[config.mk]
export PLATFORM = sky130hd
export DESIGN_NAME = pic8_poll
export DESIGN_NICKNAME = d
export VERILOG_FILES = /design/src/rtl/pic_pkg.sv /design/src/rtl/pic_prio_enc.sv /design/src/rtl/pic_cmd_dec.sv /design/src/rtl/pic8_poll.sv
export SDC_FILE = /design/constraint.sdc
export NUM_CORES = 1
export LEC_CHECK = 0
export BUFFER_PORTS_ARGS = -buffer_cell sky130_fd_sc_hd__buf_2
export CAP_MARGIN = 20
export CORE_MARGIN = 8
export CORE_UTILIZATION = 57
export DETAILED_ROUTE_END_ITERATION = 8
export MAX_ROUTING_LAYER = met4
export PLACE_DENSITY = 0.91
export SYNTH_ARGS = -nofsm -noshare
export SYNTH_HDL_FRONTEND = slang
export SYNTH_HIERARCHICAL = 1
export SYNTH_SLANG_ARGS = --single-unit
[constraint.sdc]
create_clock -name clk -period 3.5 [get_ports clk]
set_clock_uncertainty 0.15 [all_clocks]
set_input_delay 0.35 -clock clk [delete_from_list [all_inputs] [get_ports clk]]
set_output_delay 0.35 -clock clk [all_outputs]
set_load 0.005 [all_outputs]
[src/rtl/pic_pkg.sv]
package pic_pkg;

    typedef enum logic [1:0] {
        ST_READY,
        ST_BASE,
        ST_CASC,
        ST_MODE
    } init_st_e;

    typedef enum logic [2:0] {
        CMD_NONE,
        CMD_INIT,
        CMD_POLL,
        CMD_SEL_IRR,
        CMD_SEL_ISR,
        CMD_EOI_SPEC,
        CMD_EOI_NSPEC
    } cmd_e;

    // bit positions of the command byte at address 0
    localparam int CMD_INIT_BIT = 4;
    localparam int CMD_OCW3_BIT = 3;
    localparam int CMD_POLL_BIT = 2;
    localparam int CMD_RSEL_BIT = 1;
    localparam logic [2:0] EOI_SPEC_CODE  = 3'b011;
    localparam logic [2:0] EOI_NSPEC_CODE = 3'b001;

endpackage

[src/rtl/pic_prio_enc.sv]
module pic_prio_enc #(
    parameter int N = 8
) (
    input  logic [N-1:0]         vec,
    output logic                 hit,
    output logic [$clog2(N)-1:0] idx,
    output logic [N-1:0]         onehot
);
    localparam int IW = $clog2(N);

    // lowest set bit wins
    always_comb begin
        idx = '0;
        for (int i = N - 1; i >= 0; i--) begin
            if (vec[i]) idx = IW'(i);
        end
    end

    assign hit    = |vec;
    assign onehot = vec & (~vec + 1'b1);
endmodule

[src/rtl/pic_cmd_dec.sv]
module pic_cmd_dec
    import pic_pkg::*;
#(
    parameter int W  = 8,
    parameter int IW = 3
) (
    input  logic [W-1:0]  cmd_byte,
    output cmd_e          kind,
    output logic [IW-1:0] lvl
);
    always_comb begin
        lvl  = cmd_byte[IW-1:0];
        kind = CMD_NONE;
        if (cmd_byte[CMD_INIT_BIT]) begin
            kind = CMD_INIT;
        end else if (cmd_byte[CMD_OCW3_BIT]) begin
            if (cmd_byte[CMD_POLL_BIT])
                kind = CMD_POLL;
            else if (cmd_byte[CMD_RSEL_BIT])
                kind = cmd_byte[0] ? CMD_SEL_ISR : CMD_SEL_IRR;
        end else begin
            case (cmd_byte[W-1:W-3])
                EOI_SPEC_CODE:  kind = CMD_EOI_SPEC;
                EOI_NSPEC_CODE: kind = CMD_EOI_NSPEC;
                default:        kind = CMD_NONE;
            endcase
        end
    end
endmodule

[src/rtl/pic8_poll.sv]
module pic8_poll
    import pic_pkg::*;
#(
    parameter int N_IN     = 8,
    parameter bit IS_SLAVE = 1'b0
) (
    input  logic                     clk,
    input  logic                     rst_n,
    input  logic                     wr_en,
    input  logic                     rd_en,
    input  logic                     addr,
    input  logic [N_IN-1:0]          wdata,
    output logic [N_IN-1:0]          rdata,
    input  logic [N_IN-1:0]          irq_in,
    input  logic                     chain_in,
    output logic                     int_out,
    output logic [N_IN-1:0]          vec_o,
    output logic [$clog2(N_IN)-1:0]  slave_id
);
    localparam int IDX_W  = $clog2(N_IN);
    localparam int BASE_W = N_IN - IDX_W;
    localparam int PAD_W  = N_IN - 1 - IDX_W;

    typedef struct packed {
        init_st_e          st;
        logic [N_IN-1:0]   imr;
        logic [N_IN-1:0]   isr;
        logic [N_IN-1:0]   irr;
        logic [N_IN-1:0]   casc;
        logic [BASE_W-1:0] base_hi;
        logic              sel_isr;
        logic              poll_armed;
    } pic_state_t;

    pic_state_t st_d, st_q;

    logic [N_IN-1:0]  isr_q, irr_q, imr_q, casc_q;
    logic             poll_armed_q, ready;
    logic [N_IN-1:0]  req_eff;

    assign isr_q        = st_q.isr;
    assign irr_q        = st_q.irr;
    assign imr_q        = st_q.imr;
    assign casc_q       = st_q.casc;
    assign poll_armed_q = st_q.poll_armed;
    assign ready        = (st_q.st == ST_READY);

    // chaining variant
    generate
        if (IS_SLAVE) begin : g_slave
            assign req_eff  = irq_in;
            assign slave_id = casc_q[IDX_W-1:0];
        end else begin : g_master
            assign req_eff  = irq_in | (casc_q & {N_IN{chain_in}});
            assign slave_id = '0;
        end
    endgenerate

    // in-service ceiling
    logic             isr_hit;
    logic [IDX_W-1:0] isr_idx;
    logic [N_IN-1:0]  isr_oh;
    pic_prio_enc #(.N(N_IN)) u_isr_enc (
        .vec(isr_q), .hit(isr_hit), .idx(isr_idx), .onehot(isr_oh)
    );

    logic [N_IN-1:0] allowed, qual;
    assign allowed = isr_hit ? (isr_oh - 1'b1) : '1;
    assign qual    = irr_q & ~imr_q & allowed & {N_IN{ready}};

    logic             q_hit;
    logic [IDX_W-1:0] q_idx;
    logic [N_IN-1:0]  q_oh;
    pic_prio_enc #(.N(N_IN)) u_req_enc (
        .vec(qual), .hit(q_hit), .idx(q_idx), .onehot(q_oh)
    );

    cmd_e             cmd_kind;
    logic [IDX_W-1:0] cmd_lvl;
    pic_cmd_dec #(.W(N_IN), .IW(IDX_W)) u_dec (
        .cmd_byte(wdata), .kind(cmd_kind), .lvl(cmd_lvl)
    );

    logic [N_IN-1:0] poll_byte;
    assign poll_byte = q_hit ? {1'b1, {PAD_W{1'b0}}, q_idx}
                             : {1'b0, {PAD_W{1'b0}}, {IDX_W{1'b1}}};

    always_comb begin
        if (addr)                rdata = imr_q;
        else if (poll_armed_q)   rdata = poll_byte;
        else if (st_q.sel_isr)   rdata = isr_q;
        else                     rdata = irr_q;
    end

    assign int_out = q_hit;
    assign vec_o   = {st_q.base_hi, q_idx};

    always_comb begin
        st_d     = st_q;
        st_d.irr = req_eff;

        if (rd_en && !addr && poll_armed_q) begin
            st_d.poll_armed = 1'b0;
            if (q_hit) begin
                st_d.isr = isr_q | q_oh;
                st_d.irr = req_eff & ~q_oh;
            end
        end

        if (wr_en) begin
            if (!addr) begin
                case (cmd_kind)
                    CMD_INIT: begin
                        st_d.isr        = '0;
                        st_d.imr        = '0;
                        st_d.sel_isr    = 1'b0;
                        st_d.poll_armed = 1'b0;
                        st_d.st         = ST_BASE;
                    end
                    CMD_POLL:      st_d.poll_armed = 1'b1;
                    CMD_SEL_IRR:   st_d.sel_isr    = 1'b0;
                    CMD_SEL_ISR:   st_d.sel_isr    = 1'b1;
                    CMD_EOI_SPEC:  st_d.isr[cmd_lvl] = 1'b0;
                    CMD_EOI_NSPEC: st_d.isr[isr_idx] = 1'b0;
                    default: ;
                endcase
            end else begin
                case (st_q.st)
                    ST_BASE: begin
                        st_d.base_hi = wdata[N_IN-1:IDX_W];
                        st_d.st      = ST_CASC;
                    end
                    ST_CASC: begin
                        st_d.casc = wdata;
                        st_d.st   = ST_MODE;
                    end
                    ST_MODE: st_d.st  = ST_READY;
                    default: st_d.imr = wdata;
                endcase
            end
        end
    end

    always_ff @(posedge clk) begin
        if (!rst_n) begin
            st_q            <= '0;
            st_q.st         <= ST_READY;
            st_q.imr        <= '1;
        end else begin
            st_q <= st_d;
        end
    end
endmodule

# == After elaboration in Yosys (flattened, before gate mapping) ==
# Index checks and enable logic that the tools add are counted.
# totals
regBits,41
input_bits,22
out_inout_bits,20
word_cells,108
# op_classes
addsub,3
n_lt_le_gt_ge,4
n_eq_ne,13
mux,45
n_bitwise,18
reduce_logical,17
# ops
operator,count
$and A8 B8 Y8,9
$mux W8,8
$mux W3,21
$not A8 Y8,6
$mux W16,2
$pmux W8 S3,1
$mux W10,2
$add A8 B1 Y8 const B,2
$or A8 B8 Y8,2
$reduce_or A8 Y1,2
$reduce_and A3 Y1,5
$eq A3 B2 Y1 const B,3
$eq A3 B3 Y1 const B,3
$lt A3 B4 Y1 const B,2
$sub A8 B1 Y8 const B,1
$demux W1 S3,2
$eq A3 B1 Y1 const B,2
$ge A3 B1 Y1 const B,2
$pmux W2 S3,1
$pmux W3 S2,1
$mux W1,5
$eq A2 B2 Y1 const B,2
$logic_and A1 B1 Y1,4
$ne A4 B1 Y1 const B,1
9 further kinds,11

# == Depth between registers and ports, before layout ==
# Gate-level depths: netlist of run 1.
# depth
word_depth,18
depth_mapped,14
depth_no_buf,13

# == Cells and area by module ==
# The synthesis of run 1 kept the hierarchy.
# modules_own_cells
module,instances,cells_per_inst,area_each_um2,seq_area_each_um2
pic8_poll,1,271,2349.8,820.8
pic_prio_enc,2,23,138.9,0.0
pic_cmd_dec,1,14,111.4,0.0

# == Least setup slack after synthesis of run 1 ==
# Ideal clock, no wire load.
# synth_timing
kind,register to register
start,"reg st_q, in the netlist isr_q[3]"
end,"reg st_q, in the netlist isr_q[2]"
setup_ns,0.103
arrival_ns,2.967
required_ns,3.247
setup_slack_ns,0.280
path_stages_with_launch,13
path_buffers,2
synth_period_minus_slack_ns,3.220
path_cell_list,dfxtp_1 -> or4_4 -> nor3_2 -> nand2_1 -> clkbuf_1 -> a211oi_1 -> or4_4 -> nor3_2 -> nand2_1 -> and4b_1 -> buf_4 -> a21oi_2 -> a2111oi_2
# synth_between
word_cells_on_any_way,30
cone_classes,add/sub: 3; order compare: 2; mux: 12; bitwise: 10; reduce/logical: 3
# synth_lines
item,line,text
from (decl),pic8_poll.sv:35,"pic_state_t st_d, st_q;"
from (signal assigned),pic8_poll.sv:150,st_q <= st_d;
$reduce_or A8 Y1 *,pic_prio_enc.sv:19,assign hit = |vec;
via isr_hit,pic8_poll.sv:60,logic isr_hit;
$mux W8 *,pic8_poll.sv:68,assign allowed = isr_hit ? (isr_oh - 1'b1) : '1;
$and A8 B8 Y8 * (2 in series),pic8_poll.sv:69,assign qual = irr_q & ~imr_q & allowed & {N_IN{ready}};
via qual[0],pic8_poll.sv:67,"logic [N_IN-1:0] allowed, qual;"
$reduce_or A8 Y1 *,pic_prio_enc.sv:19,
via int_out,pic8_poll.sv:16,"output logic int_out,"
$mux W16 *,pic8_poll.sv:104,if (q_hit) begin
$mux W16 *,pic8_poll.sv:102,if (rd_en && !addr && poll_armed_q) begin
$and A8 B8 Y8 (no source line),-,
$pmux W8 S3,pic8_poll.sv:112,case (cmd_kind)
$mux W8,pic8_poll.sv:111,if (!addr) begin
$mux W8 *,pic8_poll.sv:110,if (wr_en) begin
# The timed path passes the listed nets; every way through them passes the cells marked *.
# A chain may end at the register's enable or synchronous reset.

# == Worst setup path after layout of run 1 ==
# layout_timing
start,"reg st_q, in the netlist isr_q[2]"
end,out rdata[0]
# layout_between
elab_chain_cells,18
word_cells_on_any_way,20
cone_classes,add/sub: 2; mux: 12; bitwise: 4; reduce/logical: 2
# layout_rtl
item,line,text
$not A8 Y8 *,pic_prio_enc.sv:20,assign onehot = vec & (~vec + 1'b1);
$add A8 B1 Y8 *,pic_prio_enc.sv:20,
$and A8 B8 Y8 *,pic_prio_enc.sv:20,
via isr_oh[6],pic8_poll.sv:62,logic [N_IN-1:0] isr_oh;
$sub A8 B1 Y8 *,pic8_poll.sv:68,
$mux W8 *,pic8_poll.sv:68,
$and A8 B8 Y8 * (2 in series),pic8_poll.sv:69,
via qual[7],pic8_poll.sv:67,
$mux W3 (8 in series),pic_prio_enc.sv:15,if (vec[i]) idx = IW'(i);
$mux W8 *,pic8_poll.sv:85,"assign poll_byte = q_hit ? {1'b1, {PAD_W{1'b0}}, q_idx}"
$mux W8 *,pic8_poll.sv:90,else if (poll_armed_q) rdata = poll_byte;
$mux W8 *,pic8_poll.sv:89,if (addr) rdata = imr_q;
to (decl),pic8_poll.sv:13,"output logic [N_IN-1:0] rdata,"
# Marks and branches as above.

==> results.yml, run 1 <==
cts:
  cts_buffers: 5
  ctsLongestPathBuffers: 2
  clock_sinks: 41
  worstSkewPairLatency_ns: 0.29
  htree_levels: 2
  cts_tree: "built"
  root_buffer: "clkbuf_8"
  cts.clk_slew.worst_paths_ns: 0.07
pwr:
  seqPwrFrac_pct: 50.6
  p_leak_uw: 0.00133
  peakVddDrop_mv: 0.360
  p_sw_share_pct: 29.3
  total_power_uw: 1000
  clockPowerShare_pct: 28.0
  pwr_density_cell_nw_per_um2: 321
  intPower_uw: 707
  comb_power_share_pct: 21.4
  switchingPower_uw: 293
drt:
  first_pass_iters: 5
  drc: 0
  drt-met1-wl_microns: 3380
  finalWirelength_microns: 7940
  drtAntennaViolNets: 0
  detail_route.wl_per_cell_microns: 19.1
  drt_iter0_markers: 244
  vias_per_cell: 6.52
  wl_met2_microns: 3760
  met3_length_microns: 567
  route.top_layer_used: "met4"
  vias: 2712
sta:
  worst_slack_ns: -0.0258
  slew_viol_final: 0
  tightest_slew_ns: 0.666
  min_period_ns: 3.53
  setup_viol: 1
  finalHoldViolCount: 0
  rsz0062_at_grt: "true"
  max_freq_mhz: 284
  slew_headroom_pct: 55.3
  fin_crit_sh_pct: 101
  timing.hold.ws_ns: 0.186
layout:
  layout.nets: 390
  fillers: 381
  insertedDiodeCount: 0
  area_growth_syn_to_layout_pct: 13.8
  drive_gt1_share_pct: 29.0
die:
  start_util_pct: 58.4
  num_rows: 25
  core_region_area_sq_um: 4690
  dieArea_sq_um: 7280
  die_w_microns: 85.3
  die_h_microns: 85.3
  ioPinCount: 42
job:
  drv_cap: 0
run_status:
  status: "complete, but fails checks"
  violations: "setup timing"
yosys:
  synthTopCellsByArea: "dfxtp_1 30%, mux2i_1 6.6%, nor2_1 4.7%"
  synthTopCellsByCount: "41 x dfxtp_1, 34 x nor2_1, 22 x a21oi_1"
  synth_seq_cells: 41
  yosysMostFrequentCell: "dfxtp_1"
  synth_top_cell_area_share_pct: 30.0
  ys_async_sr_fraction_pct: 0
  avgSynthCellArea_sq_um: 8.27
  syn_area_sq_um: 2740
  ys_seq_area_share_pct: 30.0
  postSynthCellCount: 331
  ys.flop_type: "dfxtp_1"
  yosysTopAreaCell: "dfxtp_1"
  ys_types: 62
  yosys_warnings: 6
  synth-edff-count: 0
worst_setup_path:
  arrival_ns: 3.03
  slowest_stage: "or4_4"
  start_kind: "flop"
  crit_chain: "or4_4 > nor3_4 > and2_4 > nor2_1 > nand3_1 > xor2_1 > a211oi_2 > nor2b_4 > nor3_2 > o21bai_1 > o22ai_1 > o21ai_1 > buf_2"
  cp.required_ns: 3.00
  critPathCaptureType: "output port"
  worstPathMaxFanout: 4
  path_class: "reg2out"
  slowest_delay_ns: 0.59
place:
  portBuffers: 38
  place_congestion: 0.970
  place_ws_ns: 0.206
  hpwl_microns: 5820
global_route:
  grt_pass1_vias: 2524
  antenna_found_initial: 0
  grt_start_max_net_pins: 26
  grt-ovfl-total: 0
  grt_pass1_wl_microns: 12500
  grtUsageTotal_pct: 21.9
min_path:
  hold_class: "in2reg"
timing repair:
action	4_1_cts	5_1_grt
hold buffers	0	0
resized for setup	6	25
endpoints found under the setup margin	2	10
buffers inserted	0	4
cloned	0	0
pin swaps	1	12
power by group through the flow:
stage / logic, uW / registers [uW] / clock network, uW
final: 214 / 506 / 280
after global placement: 192 / 513 / 0
after CTS: 199 / 504 / 284
after floorplan: 134 / 506 / 0
after detailed placement: 197 / 514 / 0
after global routing: 231 / 507 / 304
per-layer routing:
metal	GRT usage [%]	vias to the layer above
met4	9.87	0
met1	26.1	1292
met5	-	-
li1	-	1251
met2	35.0	147
met3	3.96	22
worst paths after layout:
path	from	end	slack (ns)	cells after the start
worst min-delay path	irq_in[1]	irr_q[1]	0.19	3
worst max-delay path	isr_q[2]	rdata[0]	-0.03	13
worst min register to register	casc_q[2]	casc_q[2]	0.35	2
worst max register to register	isr_q[2]	isr_q[2]	0.20	12
flip-flops by register name, indices dropped and copies added, names as in the netlist:
signal / flops
casc_q: 8
st_q: 3
irr_q: 8
poll_armed_q: 1
vec_o: 5
imr_q: 8
isr_q: 8
cells in the final DEF, fill, tap and decap left out, types with 3 or more instances in the layout:
cell type   n
nor3b_2     3
buf_2      38
nand2b_1    5
a211oi_2    7
clkbuf_8    5
o21ai_1     5
a21oi_1    22
xnor2_1     3
a31oi_1     5
ha_1        5
nor3b_1     4
mux2_2      4
o22ai_1     3
mux2i_1    18
nand4b_1    3
inv_1      11
nor2b_1     5
nand3_1     5
a211oi_1    8
and2_1      8
dfxtp_1    38
buf_4      15
o21ai_0    17
conb_1      3
nand2_1    19
nor3_1      5
nor2_1     32
a221o_1     9
kinds of logic after synthesis:
group | Yosys count | synth area share [%]
AOI/OAI and AO/OA | 95 | 23.8
xor gates and xnor gates | 5 | 1.60
adders and majority gates | 5 | 2.28
buffers and inverters | 42 | 8.45
DFF | 41 | 30.0
muxes | 23 | 8.77
other | 1 | 0.137
and+or+nand+nor | 119 | 25.0
final cells by class:
cell class              count  area [sq um]  area share (%)
multi-input cells         250          1800            57.8
flip-flops and latches     41           827            26.5
repair buffers             53           303            9.71
clock buffers               5          68.8            2.21
well taps                  54          67.6            2.17
inverters                  12          45.0            1.45
clock inverters             1          5.00           0.161
critical path, delay by kind of cell (launching register included):
family	cells	cell delay, ns
buf+inv	1	0.13
xor+xnor	1	0.08
simple gates	7	1.37
flops	1	0.35
compound gates	4	0.80
per-stage QoR:
stage | std cells | TNS, ns | utilization, % | instance area [sq um]
6_report | 416 | -0.0258 | 66.4 | 3120
2_1_floorplan | 333 | 0 | - | 2750
4_1_cts | 412 | -0.00629 | 63.8 | 2990
3_3_place_gp | 406 | 0 | 61.8 | 2900
3_5_place_dp | 406 | 0 | 61.8 | 2900
5_1_grt | 416 | -0.436 | 66.4 | 3120
No activity file was read; power rests on OpenSTA's default activity.
==> run 2, diff against run 1 <==
- PLACE_DENSITY: 0.91 -> 0.82
==> run 2 against run 1 <==
The flow still finishes with violations (setup timing). Via count decreased by 1.1%. Clock power increased by 42%. Sequential share of layout area is 0.064 points higher. Maximum frequency is 0.23% higher. Count of clock-buffer cells in the layout increased by 2. Combinational power fell by 3%. Final area is 0.24% lower. Power grew 11%. Cell count grew 0.24%. Die area unchanged.
==> results.yml, run 2 (synthesis results as in run 1) <==
drt:
  finalWirelength_microns: 8140
  drt_iter0_markers: 293
  detail_route.wl_per_cell_microns: 19.5
  first_pass_iters: 5
  drc: 0
  drtAntennaViolNets: 0
  vias_per_cell: 6.43
  vias: 2682
worst_setup_path:
  critPathCaptureType: "output port"
  worstPathMaxFanout: 6
  slowest_delay_ns: 0.59
  cp.required_ns: 3.00
  start_kind: "flop"
  cpMostUsedCell: "buf_4"
  slowest_stage: "or4_4"
  arrival_ns: 3.02
  crit_chain: "or4_4 > nor3b_1 > buf_4 > xor2_1 > a211oi_1 > buf_4 > nor3_2 > nand2_1 > nand2_2 > o21ai_1 > mux2_2 > buf_2"
  path_class: "reg2out"
sta:
  fin_crit_sh_pct: 101
  tightest_slew_ns: 0.790
  setup_viol: 1
  min_period_ns: 3.52
  rsz0062_at_grt: "true"
  slew_headroom_pct: 47.0
  slew_viol_final: 0
  finalHoldViolCount: 0
  worst_slack_ns: -0.0176
  max_freq_mhz: 284
die:
  ioPinCount: 42
  dieArea_sq_um: 7280
  start_util_pct: 58.4
  die_h_microns: 85.3
  die_w_microns: 85.3
  num_rows: 25
  core_region_area_sq_um: 4690
cts:
  worstSkewPairLatency_ns: 0.30
  cts_tree: "built"
  htree_levels: 2
  root_buffer: "clkbuf_8"
  clock_sinks: 41
  cts_buffers: 5
  ctsLongestPathBuffers: 2
  cts.hold.buffers_added: 0
  cts.clk_slew.worst_paths_ns: 0.08
place:
  place_congestion: 1.04
  portBuffers: 38
  place_ws_ns: 0.170
  hpwl_microns: 5910
  placed_area_sq_um: 2910
run_status:
  status: "complete, but fails checks"
  violations: "setup timing"
layout:
  seqCellArea_sq_um: 827
  multi_input_area_sq_um: 1760
  fillers: 396
  finalInstanceArea_sq_um: 3110
  layout_common_cells: "38 x dfxtp_1, 38 x buf_2, 33 x nor2_1, 22 x a21oi_1, 19 x nand2_1"
  area_growth_syn_to_layout_pct: 13.5
  layout.nets: 389
  insertedDiodeCount: 0
  drive_gt1_share_pct: 27.5
pwr:
  p_leak_uw: 0.00134
  pwr_density_cell_nw_per_um2: 356
  peakVddDrop_mv: 0.275
min_path:
  hold_class: "in2reg"
global_route:
  antenna_found_initial: 0
  grt_pass1_vias: 2575
  grt_start_max_net_pins: 27
  grt.met3_usage_pct: 4.83
  grt-ovfl-total: 0
  grt_pass1_wl_microns: 13000
  grt_busiest_layer: "met2"
  gr-usage-met1_pct: 28.7
  grtUsageTotal_pct: 22.8
  use_met2_pct: 34.7
job:
  drv_cap: 0
## run 2: critical path: cells and delay by family (launching register included)
kind | cells | cell delay (ns)
xor+xnor | 1 | 0.15
simple gates | 5 | 1.27
compound gates | 2 | 0.20
buf+inv | 3 | 0.46
flops | 1 | 0.37
mux | 1 | 0.27
## run 2: repair_timing
| item | 4_1_cts | 5_1_grt |
|---|---|---|
| pin swaps | 1 | 8 |
| gates resized for setup | 11 | 12 |
| setup buffers | 0 | 2 |
| endpoints found under the setup margin | 3 | 12 |
## run 2: final timing paths
path / startpoint / endpoint / slack [ns] / depth (start not counted)
worst max-delay path: isr_q[2] / rdata[7] / -0.02 / 12
worst min-delay path: irq_in[0] / irr_q[0] / 0.17 / 3
worst max register to register: isr_q[2] / isr_q[2] / 0.20 / 10
worst min register to register: vec_o[6] / vec_o[6] / 0.35 / 2
## run 2: layer usage
layer | share of wire (%) | vias to the layer above
li1 | - | 1249
met1 | 45 | 1245
met2 | 45 | 165
met3 | 8.3 | 23
met4 | 2.5 | 0
met5 | 0 | -
## run 2: report_power, final
group,internal [uW],switching [uW]
clock,233,164
combinational,86.2,121
sequential,485,18.1
## run 2: stage by stage
stage	std cells	utilization [%]	hold WS, ns	total power (uW)	setup TNS [ns]
detailed placement	407	62.0	0.339	712	0
CTS	415	65.4	0.172	1100	0
finish	417	66.3	0.175	1110	-0.0176
global placement	407	62.0	0.324	709	0
global route	417	66.3	0.183	1150	-0.492
floorplan	333	-	0.314	640	0
## run 2: layout make-up
class,instances,area share (%)
clock buffer,7,2.78
clock inverter,1,0.966
inverter,12,1.45
multi-input combinational,250,56.5
sequential,41,26.6
tap,54,2.17
timing repair buffer,52,9.50
